[src/rtl/pgc_pkg.sv]
package pgc_pkg;
  typedef enum logic [2:0] {
    PG_WAIT = 3'd0,
    PG_ON   = 3'd1,
    PG_OFF  = 3'd2,
    PG_IDLE = 3'd3,
    PG_MAN  = 3'd4
  } pg_state_e;
endpackage

[src/rtl/pgc_edge_sync.sv]
module pgc_edge_sync #(
  parameter int STAGES = 2
) (
  input  logic clk,
  input  logic rst_n,
  input  logic din,
  output logic rise
);
  logic [STAGES-1:0] pipe;
  logic              last;

  always_ff @(posedge clk or negedge rst_n) begin
    if (!rst_n) pipe[0] <= 1'b0;
    else        pipe[0] <= din;
  end

  for (genvar g = 1; g < STAGES; g++) begin : g_stage
    always_ff @(posedge clk or negedge rst_n) begin
      if (!rst_n) pipe[g] <= 1'b0;
      else        pipe[g] <= pipe[g-1];
    end
  end

  always_ff @(posedge clk or negedge rst_n) begin
    if (!rst_n) last <= 1'b0;
    else        last <= pipe[STAGES-1];
  end

  assign rise = pipe[STAGES-1] & ~last;
endmodule

[src/rtl/pgc_window_len.sv]
module pgc_window_len #(
  parameter int CW          = 16,
  parameter int GUARD_TICKS = 50
) (
  input  logic [CW-1:0] interval,
  output logic [CW-1:0] win_len,
  output logic          win_zero
);
  localparam logic [CW-1:0] GUARD_W = CW'(GUARD_TICKS);

  always_comb begin
    if (interval > GUARD_W) win_len = interval - GUARD_W;
    else                    win_len = '0;
    win_zero = (win_len == '0);
  end
endmodule

[src/rtl/pgc_fsm.sv]
module pgc_fsm
  import pgc_pkg::*;
#(
  parameter int CW = 16
) (
  input  logic            clk,
  input  logic            rst_n,
  input  logic            tick,
  input  logic [CW-1:0]   interval,
  input  logic [CW-1:0]   win_len,
  input  logic            win_zero,
  input  logic            strap,
  input  logic            cfg_ready,
  input  logic            done_rise,
  input  logic            man_hold,
  output logic            gate_n,
  output pg_state_e       state,
  output logic            mode_per
);
  pg_state_e     state_q, state_d;
  logic [CW-1:0] cnt_q, cnt_d, cnt_inc;
  logic          mode_q, mode_d;
  logic          man_q, man_rise;
  logic          gate_q;
  pg_state_e     open_st;

  assign man_rise = man_hold & ~man_q;
  assign cnt_inc  = cnt_q + 1'b1;
  assign open_st  = win_zero ? PG_OFF : PG_ON;

  always_comb begin
    state_d = state_q;
    cnt_d   = cnt_q;
    mode_d  = mode_q;
    case (state_q)
      PG_WAIT: begin
        if (cfg_ready) begin
          mode_d  = strap;
          cnt_d   = '0;
          state_d = open_st;
        end
      end
      PG_ON: begin
        if (tick) cnt_d = cnt_inc;
        if ((done_rise && !man_hold) || (tick && cnt_inc >= win_len))
          state_d = PG_OFF;
      end
      PG_OFF: begin
        if (man_rise) begin
          state_d = PG_MAN;
          cnt_d   = '0;
        end else if (tick) begin
          if (cnt_inc >= interval) begin
            cnt_d   = '0;
            state_d = mode_q ? open_st : PG_IDLE;
          end else begin
            cnt_d = cnt_inc;
          end
        end
      end
      PG_IDLE: begin
        if (man_rise) begin
          state_d = PG_MAN;
          cnt_d   = '0;
        end
      end
      PG_MAN: begin
        cnt_d = '0;
        if (!man_hold) state_d = open_st;
      end
      default: state_d = PG_WAIT;
    endcase
  end

  always_ff @(posedge clk or negedge rst_n) begin
    if (!rst_n) begin
      state_q <= PG_WAIT;
      cnt_q   <= '0;
      mode_q  <= 1'b1;
      man_q   <= 1'b0;
      gate_q  <= 1'b1;
    end else begin
      state_q <= state_d;
      cnt_q   <= cnt_d;
      mode_q  <= mode_d;
      man_q   <= man_hold;
      gate_q  <= !(state_d == PG_ON || state_d == PG_MAN);
    end
  end

  assign gate_n   = gate_q;
  assign state    = state_q;
  assign mode_per = mode_q;
endmodule

[src/rtl/pwr_gate_ctrl.sv]
module pwr_gate_ctrl
  import pgc_pkg::*;
#(
  parameter int CW          = 16,
  parameter int GUARD_TICKS = 50,
  parameter int SYNC_STAGES = 2
) (
  input  logic          clk,
  input  logic          rst_n,
  input  logic          tick,
  input  logic [CW-1:0] interval_ticks,
  input  logic          periodic_strap,
  input  logic          cfg_ready,
  input  logic          done_in,
  input  logic          man_hold,
  output logic          gate_n
);
  logic          done_rise;
  logic [CW-1:0] win_len;
  logic          win_zero;
  pg_state_e     fsm_state;
  logic          mode_q;

  pgc_edge_sync #(.STAGES(SYNC_STAGES)) u_done_sync (
    .clk  (clk),
    .rst_n(rst_n),
    .din  (done_in),
    .rise (done_rise)
  );

  pgc_window_len #(.CW(CW), .GUARD_TICKS(GUARD_TICKS)) u_win (
    .interval(interval_ticks),
    .win_len (win_len),
    .win_zero(win_zero)
  );

  pgc_fsm #(.CW(CW)) u_fsm (
    .clk      (clk),
    .rst_n    (rst_n),
    .tick     (tick),
    .interval (interval_ticks),
    .win_len  (win_len),
    .win_zero (win_zero),
    .strap    (periodic_strap),
    .cfg_ready(cfg_ready),
    .done_rise(done_rise),
    .man_hold (man_hold),
    .gate_n   (gate_n),
    .state    (fsm_state),
    .mode_per (mode_q)
  );
endmodule

[config.mk]
export PLATFORM = sky130hd
export DESIGN_NAME = pwr_gate_ctrl
export DESIGN_NICKNAME = d
export VERILOG_FILES = /design/src/rtl/pgc_pkg.sv /design/src/rtl/pgc_edge_sync.sv /design/src/rtl/pgc_window_len.sv /design/src/rtl/pgc_fsm.sv /design/src/rtl/pwr_gate_ctrl.sv
export SDC_FILE = /design/constraint.sdc
export NUM_CORES = 1
export LEC_CHECK = 0
export BUFFER_PORTS_ARGS = -buffer_cell sky130_fd_sc_hd__clkbuf_2
export CELL_PAD_IN_SITES_DETAIL_PLACEMENT = 1
export CELL_PAD_IN_SITES_GLOBAL_PLACEMENT = 2
export CORE_UTILIZATION = 40
export DETAILED_ROUTE_END_ITERATION = 12
export GPL_ROUTABILITY_DRIVEN = 0
export GPL_TIMING_DRIVEN = 0
export PLACE_DENSITY_LB_ADDON = 0.05
export REMOVE_ABC_BUFFERS = 1
export SYNTH_ARGS = -nofsm -noshare
export SYNTH_HDL_FRONTEND = slang
export SYNTH_SLANG_ARGS = --single-unit
export TNS_END_PERCENT = 5
[constraint.sdc]
create_clock -name clk -period 5.15 [get_ports clk]
set_input_delay 1.03 -clock clk [delete_from_list [all_inputs] [get_ports clk]]
set_output_delay 1.03 -clock clk [all_outputs]
set_load 0.02 [all_outputs]
==> results.tsv <==
metric	value	unit
path_buf_inv	1	
grt_max_degree	26	
netlist_instances	307	
period_minus_slack	4.47	ns
io_pins	24	
dp_hpwl	5490	um
path_cells	ha_1 > and3_1 > and3_1 > and3_1 > nand3_1 > xor2_1 > inv_1 > ha_1 > nand4_1 > nor2_1 > o2111ai_1 > o211ai_1 > o31a_1 > nor2_1 > mux2_2	
yosys-top-cells-count	ha_1, nand2_1, o21ai_0	
routedWlPerCell	16.2	um
crit_family	simple AND/OR/NAND/NOR gates	
worst_pin_slew	0.874	ns
endpoint_kind	flop	
grt_usage	0.205	
drv_slew	0	
cp_slowest_cell	o31a_1	
r2r_setup_slack	0.68	ns
maxCapViolations	0	
cts_buffers	3	
cts_buffer_depth	2	
port_buffers	23	
cts_setup_buffers	0	
p_leak	1.42	nW
cp.required	5.31	ns
grt_pass1_wl	11600	um
ys_top_cells_by_area	dfrtp_1, ha_1, o21ai_0, nand2_1, xor2_1	
synth_top_flop_cell	dfrtp_1	
synth-seq-cells	25	
synthMuxAreaShare	0.0224	
vdd_drop_max	210	uV
initial_core_util	0.413	
fin_nets	386	
first_pass_iters	4	
cts_resized	0	
fin_setup_tns	0	ns
synth_edf_count	0	
core-area	0.00635	mm^2
crit_type	flop to flop	
synth_warnings	0	
h-tree-depth	1	
die_y	83.0	um
antenna-diode-count	0	
synth_top_family_by_area	simple AND/OR/NAND/NOR gates	
overflow	0	
dr.first_iter.drc_count	80	
viasPerCell	5.73	
final_cell_area	0.00284	mm^2
p_per_area	241	mW/mm^2
yosysTopAreaCellShare	0.219	
yosysMostFrequentCell	ha_1	
netlist_area	0.00262	mm^2
post-route-drc-count	0	
clk_latency	0.27	ns
top_usage_layer	met2	
hp-class	flop to flop	
clkSinkCount	25	
synth-adder-area-share	0.162	
clockRootBuffer	clkbuf_8	
finClkSkew	0.00175	ns
ant_nets	0	
grt_pass1_vias	2324	
cp_common_cell	and3_1	
crit_path_max_incr_delay	0.55	ns
worstSetupStartpointType	flop	
grt_use_met3	0.0278	
die_area	0.00689	mm^2
setup_viol	0	
rows	29	
timing.final.hold_violations	0	
fp.dieW	83.0	um
wl	6580	um
antenna_found_initial	0	
grt_use_met2	0.347	
yosys.area_share.xor_xnor	0.0668	
synthToLayoutAreaGrowth	8.35	%
yosys.area_share.simple	0.249	
clk_pin_slew	0.09	ns
max_freq	0.224	GHz
rsz0062_at_grt	no	
nFillCells	783	
max_slew_margin	0.416	
synth-seq-area-share	0.239	
path_max_fanout	15	
outcome	finished clean	
synth.largest_area_cell	dfrtp_1	
cts_tree	built	
holdBufCountCts	0	
min_period_over_period	0.868	
synth_compound_area_frac	0.216	
dpl_cell_area	0.00280	mm^2
async_reset_ff_frac	1.00	
grt.met1_usage	0.290	
final_core_util	0.448	
drive_gt1_frac	0.155	
vias	2320	
ys_types	59	
syn_avg_cell_area	8.55	um^2
worst_ep_arrival_time	4.63	ns
registers in the layout, indices dropped and copies added, names as in the netlist:
name / cells
u_fsm.cnt_q: 16
u_fsm.state: 3
u_done_sync.pipe: 2
u_done_sync.last: 1
u_fsm.gate_n: 1
u_fsm.man_q: 1
u_fsm.mode_per: 1
area by class of cell:
type	instances	area, um^2	share of cell area
flip-flops and latches	25	628	0.221
clock inverters	1	5.00	0.00176
clock buffers	3	41.3	0.0145
well taps	77	96.3	0.0339
multi-input cells	256	1880	0.662
inverters	20	75.1	0.0264
repair buffers	23	115	0.0405
final timing paths:
| path | depth (start not counted) | from | endpoint |
|---|---|---|---|
| max | 15 | u_fsm.cnt_q[0]$_DFFE_PN0P_ | u_fsm.cnt_q[0]$_DFFE_PN0P_ |
| min | 0 | u_done_sync.pipe[0]$_DFF_PN0_ | u_done_sync.pipe[1]$_DFF_PN0_ |
| max reg2reg | 15 | u_fsm.cnt_q[0]$_DFFE_PN0P_ | u_fsm.cnt_q[0]$_DFFE_PN0P_ |
| min reg2reg | 0 | u_done_sync.pipe[0]$_DFF_PN0_ | u_done_sync.pipe[1]$_DFF_PN0_ |
| max in group asynchronous | 1 | rst_n | u_fsm.state[0]$_DFF_PN0_ |
| min in group asynchronous | 1 | rst_n | u_fsm.state[2]$_DFF_PN0_ |
logic make-up after synthesis:
group,after synthesis
xor+xnor,20
mux,5
flops,25
simple gates,117
compound gates,80
fa+ha+maj,34
buf+inv,26
per-layer routing:
layer / part of all wire / routed length (um)
met1: 0.50 / 3270
met2: 0.48 / 3170
met3: 0.018 / 118
met4: 0.0021 / 14
met5: 0 / 0
power by group:
group          leakage, nW  switching [mW]  internal (mW)
Sequential           0.327          0.0330          0.229
Combinational         1.07           0.190          0.115
Clock               0.0255          0.0638         0.0542
Total                 1.42           0.287          0.398
metrics by stage:
stage / std cells / hold WS (ns) / total power, mW / setup WS, ns
2_1_floorplan: 301 / 0.331 / 0.468 / 1.29
3_3_place_gp: 401 / 0.333 / 0.567 / 0.403
3_5_place_dp: 401 / 0.343 / 0.575 / 0.439
4_1_cts: 405 / 0.364 / 0.696 / 0.595
5_1_grt: 405 / 0.373 / 0.747 / 0.177
6_report: 405 / 0.357 / 0.685 / 0.678
cell usage in the layout (no fill, tap or decap), types with 3 or more instances in the layout:
cell,synthesis,layout
ha_1,34,34
nand2_1,28,28
o21ai_0,24,24
clkbuf_2,0,23
dfrtp_1,23,23
inv_1,20,20
nor2_1,17,17
nand3_1,13,13
nor2b_1,13,13
a21oi_1,13,13
xor2_1,11,11
xnor2_1,9,9
a22o_1,8,8
nor3_1,7,7
and3_1,6,6
a211oi_1,5,5
o2111ai_1,4,4
nand4_1,4,4
nand2b_1,3,3
o211ai_1,3,3
mux2_2,3,3
a2111oi_0,3,3
o21a_1,3,3
o31ai_1,3,3
clkbuf_8,0,3
(Power assumes the default switching activity.)
